[config.mk]
export PLATFORM = sky130hd
export DESIGN_NAME = irq_regwin
export DESIGN_NICKNAME = d
export VERILOG_FILES = /design/src/rtl/irq_regwin_pkg.sv /design/src/rtl/irq_regwin_decode.sv /design/src/rtl/irq_regwin_entry.sv /design/src/rtl/irq_regwin.sv
export SDC_FILE = /design/constraint.sdc
export NUM_CORES = 2
export LEC_CHECK = 0
export BUFFER_PORTS_ARGS = -buffer_cell sky130_fd_sc_hd__buf_2
export CAP_MARGIN = 10
export CORE_AREA = 5 5 677 679
export DETAILED_ROUTE_END_ITERATION = 16
export DIE_AREA = 0 0 682 684
export GPL_TIMING_DRIVEN = 0
export SLEW_MARGIN = 30
export SYNTH_ARGS = -nofsm -noshare
export SYNTH_HDL_FRONTEND = slang
export SYNTH_SLANG_ARGS = --single-unit
[constraint.sdc]
create_clock -name clk -period 6.6 [get_ports clk]
set_input_delay 0.66 -clock clk [delete_from_list [all_inputs] [get_ports clk]]
set_output_delay 0.66 -clock clk [all_outputs]
set_load 0.03 [all_outputs]
[src/rtl/irq_regwin_pkg.sv]
package irq_regwin_pkg;

   // bit positions inside a 64-bit redirection entry
   localparam int F_DLVS = 12;
   localparam int F_RIRR = 14;
   localparam int F_TRIG = 15;
   localparam int F_MASK = 16;

   // software-writable bits of the low half
   localparam logic [31:0] LO_WMASK  = ~((32'h1 << F_DLVS) | (32'h1 << F_RIRR));
   localparam logic [31:0] LO_RESET  = 32'h1 << F_MASK;

   // select codes of the fixed words
   localparam logic [7:0] SEL_ID   = 8'h00;
   localparam logic [7:0] SEL_VER  = 8'h01;
   localparam logic [7:0] SEL_ARB  = 8'h02;
   localparam logic [7:0] SEL_TBL0 = 8'h10;

   typedef enum logic [2:0] {
      TGT_ID,
      TGT_VER,
      TGT_ARB,
      TGT_TBL,
      TGT_VOID
   } win_tgt_e;

endpackage

[src/rtl/irq_regwin_decode.sv]
module irq_regwin_decode
   import irq_regwin_pkg::*;
#(
   parameter int ADDR_W  = 8,
   parameter int PINS    = 24,
   parameter int SEL_OFS = 0,
   parameter int WIN_OFS = 16,
   localparam int IDX_W  = (PINS > 1) ? $clog2(PINS) : 1
) (
   input  logic [ADDR_W-1:0] addr,
   input  logic [7:0]        sel,
   output logic              hit_sel,
   output logic              hit_win,
   output win_tgt_e          tgt,
   output logic [IDX_W-1:0]  idx,
   output logic              hi
);

   localparam logic [ADDR_W-1:0] SEL_A = ADDR_W'(SEL_OFS);
   localparam logic [ADDR_W-1:0] WIN_A = ADDR_W'(WIN_OFS);
   localparam logic [7:0]        PINS8 = 8'(PINS);

   logic       aligned;
   logic [7:0] raw;

   always_comb begin
      aligned = (addr[3:0] == 4'h0);
      hit_sel = aligned && (addr == SEL_A);
      hit_win = aligned && (addr == WIN_A);
   end

   always_comb begin
      raw = (sel - SEL_TBL0) >> 1;
      idx = IDX_W'(raw);
      hi  = sel[0];
      if (sel == SEL_ID)
         tgt = TGT_ID;
      else if (sel == SEL_VER)
         tgt = TGT_VER;
      else if (sel == SEL_ARB)
         tgt = TGT_ARB;
      else if ((sel >= SEL_TBL0) && (raw < PINS8))
         tgt = TGT_TBL;
      else
         tgt = TGT_VOID;
   end

endmodule

[src/rtl/irq_regwin_entry.sv]
module irq_regwin_entry
   import irq_regwin_pkg::*;
(
   input  logic        clk,
   input  logic        rst_n,
   input  logic        wr_lo,
   input  logic        wr_hi,
   input  logic [31:0] wdata,
   input  logic        hw_set,
   input  logic        hw_clr,
   input  logic        hw_dlv,
   output logic [63:0] ent_q
);

   logic [31:0] lo_q, hi_q;
   logic [31:0] lo_cfg, lo_n, hi_n;
   logic        rirr_n;

   always_comb begin
      lo_cfg = wr_lo ? ((wdata & LO_WMASK) | (lo_q & ~LO_WMASK)) : lo_q;
      hi_n   = wr_hi ? wdata : hi_q;
      if (hw_set)
         rirr_n = 1'b1;
      else if (hw_clr)
         rirr_n = 1'b0;
      else
         rirr_n = lo_q[F_RIRR];
      if ((wr_lo || wr_hi) && !lo_cfg[F_TRIG])
         rirr_n = 1'b0;
      lo_n          = lo_cfg;
      lo_n[F_RIRR]  = rirr_n;
      lo_n[F_DLVS]  = hw_dlv;
   end

   always_ff @(posedge clk) begin
      if (!rst_n) begin
         lo_q <= LO_RESET;
         hi_q <= '0;
      end else begin
         lo_q <= lo_n;
         hi_q <= hi_n;
      end
   end

   assign ent_q = {hi_q, lo_q};

   // an entry left edge-triggered by a write has remote-IRR clear
   p_edge_clears_rirr_r9: assert property (@(posedge clk) disable iff (!rst_n)
      (wr_lo || wr_hi) |=> (ent_q[F_TRIG] || !ent_q[F_RIRR]));

   // a level-mode low write keeps remote-IRR
   p_keep_rirr_r8: assert property (@(posedge clk) disable iff (!rst_n)
      (wr_lo && wdata[F_TRIG] && !hw_set && !hw_clr)
      |=> (ent_q[F_RIRR] == $past(ent_q[F_RIRR])));

   // servicing logic sets remote-IRR
   p_hw_set_r13: assert property (@(posedge clk) disable iff (!rst_n)
      (hw_set && !wr_lo && !wr_hi) |=> ent_q[F_RIRR]);

endmodule

[src/rtl/irq_regwin.sv]
module irq_regwin
   import irq_regwin_pkg::*;
#(
   parameter int          ADDR_W  = 8,
   parameter int          PINS    = 24,
   parameter logic [7:0]  VERSION = 8'h20,
   parameter int          SEL_OFS = 0,
   parameter int          WIN_OFS = 16,
   localparam int         IDX_W   = (PINS > 1) ? $clog2(PINS) : 1
) (
   input  logic                  clk,
   input  logic                  rst_n,
   input  logic                  req_valid,
   output logic                  req_ready,
   input  logic                  req_write,
   input  logic [ADDR_W-1:0]     req_addr,
   input  logic [31:0]           req_wdata,
   output logic                  rsp_valid,
   output logic [31:0]           rsp_rdata,
   input  logic [PINS-1:0]       pin_pend,
   input  logic [PINS-1:0]       hw_rirr_set,
   input  logic [PINS-1:0]       hw_rirr_clr,
   input  logic [PINS-1:0]       hw_dlv_stat,
   output logic [PINS-1:0][63:0] tbl_q,
   output logic                  mask_chg_vld,
   output logic [IDX_W-1:0]      mask_chg_pin,
   output logic                  mask_chg_val,
   output logic                  reeval_vld,
   output logic [IDX_W-1:0]      reeval_pin
);

   localparam logic [7:0] MAXPIN = 8'(PINS - 1);

   // elaboration-time parameter checks
   generate
      if (PINS < 1 || PINS > 120) begin : g_bad_pins
         $error("irq_regwin: PINS must lie in 1..120");
      end
      if (ADDR_W < 5) begin : g_bad_addr
         $error("irq_regwin: ADDR_W must be at least 5");
      end
      if ((SEL_OFS % 16) != 0 || (WIN_OFS % 16) != 0 || SEL_OFS == WIN_OFS) begin : g_bad_ofs
         $error("irq_regwin: offsets must be distinct and 16-byte aligned");
      end
   endgenerate

   logic             rdy_q;
   logic [7:0]       sel_q;
   logic [3:0]       id_q;
   logic             hit_sel, hit_win, tbl_hi;
   win_tgt_e         tgt;
   logic [IDX_W-1:0] tbl_idx;
   logic             acc, acc_wr, acc_rd, tbl_wr;
   logic             old_mask, new_trig;
   logic [31:0]      rd_n;
   logic [PINS-1:0]  wr_lo_v, wr_hi_v;

   irq_regwin_decode #(
      .ADDR_W (ADDR_W),
      .PINS   (PINS),
      .SEL_OFS(SEL_OFS),
      .WIN_OFS(WIN_OFS)
   ) u_dec (
      .addr   (req_addr),
      .sel    (sel_q),
      .hit_sel(hit_sel),
      .hit_win(hit_win),
      .tgt    (tgt),
      .idx    (tbl_idx),
      .hi     (tbl_hi)
   );

   assign req_ready = rdy_q;

   always_comb begin
      acc    = req_valid && rdy_q;
      acc_wr = acc && req_write;
      acc_rd = acc && !req_write;
      tbl_wr = acc_wr && hit_win && (tgt == TGT_TBL);
   end

   // per-pin entry storage
   generate
      for (genvar p = 0; p < PINS; p++) begin : g_pin
         always_comb begin
            wr_lo_v[p] = tbl_wr && (tbl_idx == IDX_W'(p)) && !tbl_hi;
            wr_hi_v[p] = tbl_wr && (tbl_idx == IDX_W'(p)) && tbl_hi;
         end
         irq_regwin_entry u_ent (
            .clk   (clk),
            .rst_n (rst_n),
            .wr_lo (wr_lo_v[p]),
            .wr_hi (wr_hi_v[p]),
            .wdata (req_wdata),
            .hw_set(hw_rirr_set[p]),
            .hw_clr(hw_rirr_clr[p]),
            .hw_dlv(hw_dlv_stat[p]),
            .ent_q (tbl_q[p])
         );
      end
   endgenerate

   // select, identification, handshake
   always_ff @(posedge clk) begin
      if (!rst_n) begin
         rdy_q <= 1'b0;
         sel_q <= '0;
         id_q  <= '0;
      end else begin
         rdy_q <= 1'b1;
         if (acc_wr && hit_sel)
            sel_q <= req_wdata[7:0];
         if (acc_wr && hit_win && (tgt == TGT_ID))
            id_q <= req_wdata[27:24];
      end
   end

   // read mux
   always_comb begin
      rd_n = '0;
      if (hit_sel) begin
         rd_n = {24'h0, sel_q};
      end else if (hit_win) begin
         case (tgt)
            TGT_ID, TGT_ARB: rd_n = {4'h0, id_q, 24'h0};
            TGT_VER:         rd_n = {8'h00, MAXPIN, 8'h00, VERSION};
            TGT_TBL:         rd_n = tbl_hi ? tbl_q[tbl_idx][63:32] : tbl_q[tbl_idx][31:0];
            default:         rd_n = '1;
         endcase
      end
   end

   always_ff @(posedge clk) begin
      if (!rst_n) begin
         rsp_valid <= 1'b0;
         rsp_rdata <= '0;
      end else begin
         rsp_valid <= acc_rd;
         if (acc_rd)
            rsp_rdata <= rd_n;
      end
   end

   // event pulses
   always_comb begin
      old_mask = tbl_q[tbl_idx][F_MASK];
      new_trig = tbl_hi ? tbl_q[tbl_idx][F_TRIG] : req_wdata[F_TRIG];
   end

   always_ff @(posedge clk) begin
      if (!rst_n) begin
         mask_chg_vld <= 1'b0;
         mask_chg_pin <= '0;
         mask_chg_val <= 1'b0;
         reeval_vld   <= 1'b0;
         reeval_pin   <= '0;
      end else begin
         mask_chg_vld <= tbl_wr && !tbl_hi && (old_mask != req_wdata[F_MASK]);
         reeval_vld   <= tbl_wr && new_trig && pin_pend[tbl_idx];
         if (tbl_wr) begin
            mask_chg_pin <= tbl_idx;
            mask_chg_val <= req_wdata[F_MASK];
            reeval_pin   <= tbl_idx;
         end
      end
   end

   // select keeps the low byte of the data
   p_sel_low8_r3: assert property (@(posedge clk) disable iff (!rst_n)
      (acc_wr && hit_sel) |=> (sel_q == $past(req_wdata[7:0])));

   // a response follows every accepted read and nothing else
   p_rsp_after_read_r10: assert property (@(posedge clk) disable iff (!rst_n)
      (req_valid && req_ready && !req_write) |=> rsp_valid);
   p_rsp_only_read_r10: assert property (@(posedge clk) disable iff (!rst_n)
      rsp_valid |-> $past(req_valid && req_ready && !req_write));

   // a mask event only follows a write
   p_mask_evt_after_wr_r11: assert property (@(posedge clk) disable iff (!rst_n)
      mask_chg_vld |-> $past(req_valid && req_ready && req_write));

   // writes to void selects raise no event
   p_void_quiet_r7: assert property (@(posedge clk) disable iff (!rst_n)
      (acc_wr && hit_win && (tgt == TGT_VOID)) |=> (!mask_chg_vld && !reeval_vld));

endmodule

# Yosys cells after proc, flatten, opt, wreduce, memory -nomap -nowiden
# Cells that the tools add are included.
# totals
register_bits	1590
out_inout_bits	1583
word_cells	464
# op_classes
n_addsub	1
order_cmp	3
n_eq_ne	30
mux	86
n_bitwise	25
reduce_logical	214
# ops
op	n
$or 32x15->32	24
$mux 16	24
$bmux 64 s5	1
$logic_and 1x1->1	110
$mux 32	3
$pmux 32 s3	1
$mux 64	1
$mux 1	51
$reduce_or 2->1	25
$reduce_bool 2->1	24
$eq 5x4->1 const B	8
$eq 5x5->1 const B	8
$logic_not 1->1	26
$logic_or 1x1->1	24
$eq 5x3->1 const B	4
$logic_not 8->1	2
$mux 3	4
$eq 5x2->1 const B	2
$eq 8x1->1 const B	1
$eq 8x2->1 const B	1
$eq 8x5->1 const B	1
$ge 8x5->1 const B	1
$sub 8x5->8 const B	1
$lt 7x5->1 const B	1
other kinds (10)	11

# Logic depth before layout (Yosys ltp)
# depth
depth_word	15
depth_mapped	13
ltp_nobuf	8

# Cells and area by module
# Synthesis repeated with hierarchy kept, for this count alone.
# unflattened
cells_unflattened	6498
hier_area_um2	75989.1
# by_module_without_submodules
module	n_inst	cells_per_inst	area_per_inst_um2	seq_area_each_um2
irq_regwin_entry	24	211	2521.2	1281.2
irq_regwin	1	1406	15298.4	1081.0
irq_regwin_decode	1	28	182.7	0.0

# Least setup slack after synthesis
# OpenSTA, ideal clock, no wires.
# synth_path
kind	register to register
start	register sel_q[4]
end	register g_pin[17].u_ent.hi_q[10]
setup_time_ns	0.132
t_arrival_ns	3.007
t_required_ns	6.468
setup_slack_ns	3.461
stages_incl_launch_ff	14
period_less_slack_ns	3.139
path_cell_list	dfxtp_1 -> clkbuf_1 -> buf_2 -> clkinv_1 -> ha_1 -> or2_2 -> o21ai_0 -> mux2_2 -> clkbuf_1 -> clkbuf_1 -> nand4_1 -> clkbuf_1 -> nand2_1 -> a21oi_1
# synth_via
elab_chain_cells	11
word_cells_on_any_way	16
classes_between	add/sub: 1; order compare: 2; eq/ne: 4; mux: 4; reduce/logical: 5
# synth_lines
element	line	rtl
from (decl)	irq_regwin.sv:48	logic [7:0] sel_q;
from (signal assigned)	irq_regwin.sv:112	sel_q <= req_wdata[7:0];
$sub 8x5->8 *	irq_regwin_decode.sv:33	raw = (sel - SEL_TBL0) >> 1;
net tbl_idx[3]	irq_regwin.sv:52	logic [IDX_W-1:0] tbl_idx;
$lt 7x5->1	irq_regwin_decode.sv:42	else if ((sel >= SEL_TBL0) && (raw < PINS8))
$logic_and 1x1->1	irq_regwin_decode.sv:42	
$mux 3	irq_regwin_decode.sv:42	
$mux 3	irq_regwin_decode.sv:40	else if (sel == SEL_ARB)
$mux 3	irq_regwin_decode.sv:38	else if (sel == SEL_VER)
$mux 3	irq_regwin_decode.sv:36	if (sel == SEL_ID)
$eq 3x2->1	irq_regwin.sv:79	tbl_wr = acc_wr && hit_win && (tgt == TGT_TBL);
$logic_and 1x1->1	irq_regwin.sv:79	
$logic_and 1x1->1 * (2 in series)	irq_regwin.sv:87	wr_hi_v[p] = tbl_wr && (tbl_idx == IDX_W'(p)) && tbl_hi;
to (signal assigned)	irq_regwin_entry.sv:41	hi_q <= hi_n;
to (decl)	irq_regwin_entry.sv:15	logic [31:0] lo_q, hi_q;
# Mark *: on every way through the listed nets, which the timed path passes. The rest lies on a longest branch.
# A chain may end at the register's enable or synchronous reset.

# Worst setup path in the final report
# layout_path
start	register sel_q[4]
end	register rsp_rdata[3]
# layout_via
elab_chain_cells	12
word_cells_on_any_way	22
classes_between	add/sub: 1; order compare: 2; eq/ne: 5; mux: 10; reduce/logical: 4
# layout_lines
element	line	rtl
$sub 8x5->8 *	irq_regwin_decode.sv:33	
net tbl_idx[3]	irq_regwin.sv:52	
$lt 7x5->1	irq_regwin_decode.sv:42	
$logic_and 1x1->1	irq_regwin_decode.sv:42	
$mux 3	irq_regwin_decode.sv:42	
$mux 3	irq_regwin_decode.sv:40	
$mux 3	irq_regwin_decode.sv:38	
$mux 3	irq_regwin_decode.sv:36	
$eq 3x2->1 / $logic_not 3->1 (equally long branches)	irq_regwin.sv:124	case (tgt)
$reduce_or 2->1	irq_regwin.sv:124	
$pmux 32 s3 *	irq_regwin.sv:124	
$mux 32 *	irq_regwin.sv:123	end else if (hit_win) begin
$mux 32 *	irq_regwin.sv:121	if (hit_sel) begin
to (signal assigned)	irq_regwin.sv:140	rsp_rdata <= rd_n;
to (decl)	irq_regwin.sv:19	output logic [31:0] rsp_rdata,
# Mark *: on every way through the listed nets, which the timed path passes. The rest lies on a longest branch. The select of a mux whose other input is x is not followed.

==> results.md <==
* Result of the run: completed
* Per-instance average area after synthesis at a little under 10 µm²
* Buffers added on ports at between 1.5k and 2k
* Dominant cell type by area after synthesis: dfxtp_1
* Portion of total power attributed to the clock network at between 50% and 60%
* Number of DRC markers after the initial detailed-route iteration at 10.6k
* Endpoint class of the critical path: flop
* Final hold vios at 0
* Cell chosen for the clock root: clkbuf_16
* Synth async-reset ratio at 0%
* Post-synthesis sequential area ratio at a little under half
* Max FO, Critical Path at 10
* Initial standard-cell utilization of the core at approximately 15%
* Setup-violating endpoint count in the final report at 0
* Switching power summed over all nets at just under 6000 µW
* Number of library cell types mapped by synthesis at 48
* Critical R2R Launch: sel_q[4]
* Post-synthesis sequential element count at around 1.6k
* Worst Path Class, Setup: reg2reg
* Startpoint type of the worst setup path: flop
* Global-route wire length before repair at 903 mm
* Die area at roughly 470000 µm²
* Number of nets in the layout at between 9k and 10k
* Largest net degree at the start of global routing at 16
* GR Util All Layers at a little under a third
* Final period demand of the worst path at 6.43 ns
* Reg-to-reg setup timing slack at 0.17 ns
* Hold-critical path depth at 3
* Total Routed Length at around 750 mm
* DP Wirelength at 649 mm
* Hold Path Class: in2reg
* Die height at between 600 and 700 µm
* Number of max-capacitance violations reported at 0
* Die span in x at slightly below 700 µm
* Maximum operating frequency at 0.156 GHz
* Via count of the first global-routing pass at 67.4k
* Maximum clock skew at final layout at 0.138 ns
* Most used standard cells in the synthesized netlist: nand2_1 (2066), dfxtp_1 (1590), mux2i_1 (1152)
* Number of warning messages in the yosys log at 0
* Number of routed nets with antenna violations at 0
* Detail-routed net length per standard cell at 48.8 µm
* EDFF count, synth at 0
* Cell depth of the worst flop-to-flop path at 12
* Core ar. at 451000 µm²
* Synth Flop Type: dfxtp_1
* Synth Net Count at a little over 7k
* Number of buffers between clock root and the deepest sink at 4
* Main area contributors after synthesis: dfxtp_1 (46%), mux2i_1 (17%), nand2_1 (11%)
* Internal power component at approximately 16000 µW
* Worst min-delay path startpoint: hw_rirr_set[14]
* CTS Buf Count at ~190
* Max-slew violation count at 0
* DR vias/cell at about 4.8
* RSZ-0062 raised after global routing: no
* Layout cells sized above 1 at between 30% and 40%
* Cell leakage power at roughly 0.043 µW
* Clock net sink count at about 1.6k
* Count of fill cells added during filler insertion at slightly below 50k
* Required time of the critical path at 7.37 ns
* Final non-filler cell total at 15.4k
* Design Power at 21700 µW
* Comb power frac at ~5.1%
* Total placed cells including tap cells at ~15k
* Register clock-pin slew on the reported worst setup and hold paths at ~0.07 ns
* Total DRC errors in the routed layout at 0
* Initial antenna violation count at 97
* Synthesis-to-finish area growth at 38.1%
* Worst-case vdd ir drop at 209 µV
* Top-level I/O count at approximately 1.7k
* Number of core rows at roughly 250
* R2r endpoint: rsp_rdata[3]
* Count of vias placed by the detailed router at about 74k
* Worst slew margin relative to its limit at 19.7%
* Drt first pass iters at 6
* Hold-critical path endpoint: g_pin[14].u_ent.lo_q[14]
* Power per unit of standard cell area at approximately 230 nW/µm²
* Portion of total power attributed to sequential cells at between 40 and 50%
* Syn Std Cell Area at 68900 µm²
* Instance count of the mapped netlist at between 7k and 8k
* H-tree levels at 4
* Total congestion overflow after global routing at 0
* Clock tree from TritonCTS: yes
* Switching power as a share of total power at 26.7%
* Critical path arrival at 7.20 ns
* Least-Margin Pin Slew at 1.20 ns
* Global placement routability congestion at 1.04
* Share of the synthesized area in the top cell type at a little under half
* Most frequent cell after synthesis: nand2_1
* Later-pin clock latency in the skew report at approximately 1 ns
* Ratio of final minimum period to clock period at 97.4%
final cells by class:
class | count | area (µm²) | share of cell area, %
timing repair buffer | 1871 | 11700 | 12.3
antenna | 108 | 270 | 0.284
tap | 5976 | 7480 | 7.87
clock inverter | 67 | 865 | 0.909
multi-input combinational | 4749 | 33900 | 35.7
inverter | 18 | 68.8 | 0.0724
clock buffer | 264 | 5280 | 5.55
sequential | 1590 | 31800 | 33.5
buffer | 773 | 3710 | 3.90
stage by stage:
stage	hold WS [ns]	worst slack, ns	instance area, µm²	utilization (%)	TNS [ns]
global placement	0.435	-2.31	84800	18.8	-45.09
finish	0.0676	0.172	95100	21.1	0
detailed placement	0.443	0.241	88400	19.6	0
CTS	0.00592	0.217	94700	21.0	0
global route	0.0449	0.266	94900	21.0	0
floorplan	0.452	3.46	68900	-	0
cell families after synthesis:
group / Yosys count / share of synthesized area (%)
and+or+nand+nor: 2351 / 13.6
DFF: 1590 / 46.2
muxes: 1477 / 27.3
AOI/OAI and AO/OA: 918 / 7.82
buffers and inverters: 791 / 4.96
adders and majority gates: 2 / 0.0363
xor gates and xnor gates: 1 / 0.0127
worst max-delay path: stages (launching register included):
cell	delay, ns
dfxtp_1	0.31
clkbuf_1	0.50
buf_2	0.52
clkinv_2	0.62
ha_1	0.73
clkbuf_1	0.71
nor2_1	0.44
clkbuf_2	0.40
buf_16	0.25
a22oi_2	0.63
o211ai_1	0.54
nand3_1	0.49
nand2_1	0.11
power groups by stage:
stage               combinational [µW]  sequential [µW]  clock, µW
detailed placement                1080             9860          0
CTS                               1090             9640      10900
floorplan                          356             9840          0
finish                            1120             9640      10900
global route                      1090             9640      11300
global placement                  1000             9860          0
state kept, by name, summed over array words and instances (netlist names):
register,flops
g_pin.u_ent.lo_q,768
req_ready,1
mask_chg_vld,1
sel_q,8
mask_chg_val,1
reeval_vld,1
id_q,4
reeval_pin,5
rsp_valid,1
g_pin.u_ent.hi_q,768
rsp_rdata,32
layout by cell type, fill, tap and decap left out, types with 63 or more instances in the layout:
| cell type | instances |
|---|---|
| a21oi_1 | 552 |
| a22oi_1 | 90 |
| buf_16 | 63 |
| buf_2 | 1879 |
| buf_4 | 116 |
| clkbuf_1 | 348 |
| clkbuf_16 | 187 |
| clkbuf_2 | 192 |
| dfxtp_1 | 1589 |
| diode_2 | 108 |
| mux2i_1 | 1152 |
| mux4_2 | 321 |
| nand2_1 | 2065 |
| o211ai_1 | 94 |
metal layers:
metal  vias to the layer above  part of all wire [%]  wire length, µm  global-route usage, %
li1                      28900                     -                -                      -
met1                     37300                    33           249000                   31.9
met2                      6077                    45           335000                   48.8
met3                      1719                    11            82700                   11.4
met4                        16                    11            84800                   27.0
met5                         -                 0.035              264                      0
worst max path at each step:
stage	from	to	depth (start not counted)
2_1_floorplan	sel_q[4]	g_pin[17].u_ent.hi_q[10]	13
4_1_cts	sel_q[4]	rsp_rdata[5]	11
3_5_place_dp	sel_q[4]	rsp_rdata[5]	11
5_1_grt	sel_q[4]	rsp_rdata[3]	12
3_3_place_gp	sel_q[1]	rsp_rdata[12]	9
6_report	sel_q[4]	rsp_rdata[3]	12
timing repair:
| item | CTS | global route |
|---|---|---|
| gates resized for setup | 0 | 1 |
| hold buffers | 21 | 0 |
| buffers inserted | 0 | 0 |
| hold endpoints to repair | 21 | 0 |
| setup endpoints to repair | 0 | 1 |
No activity file was read; power rests on OpenSTA's default activity.
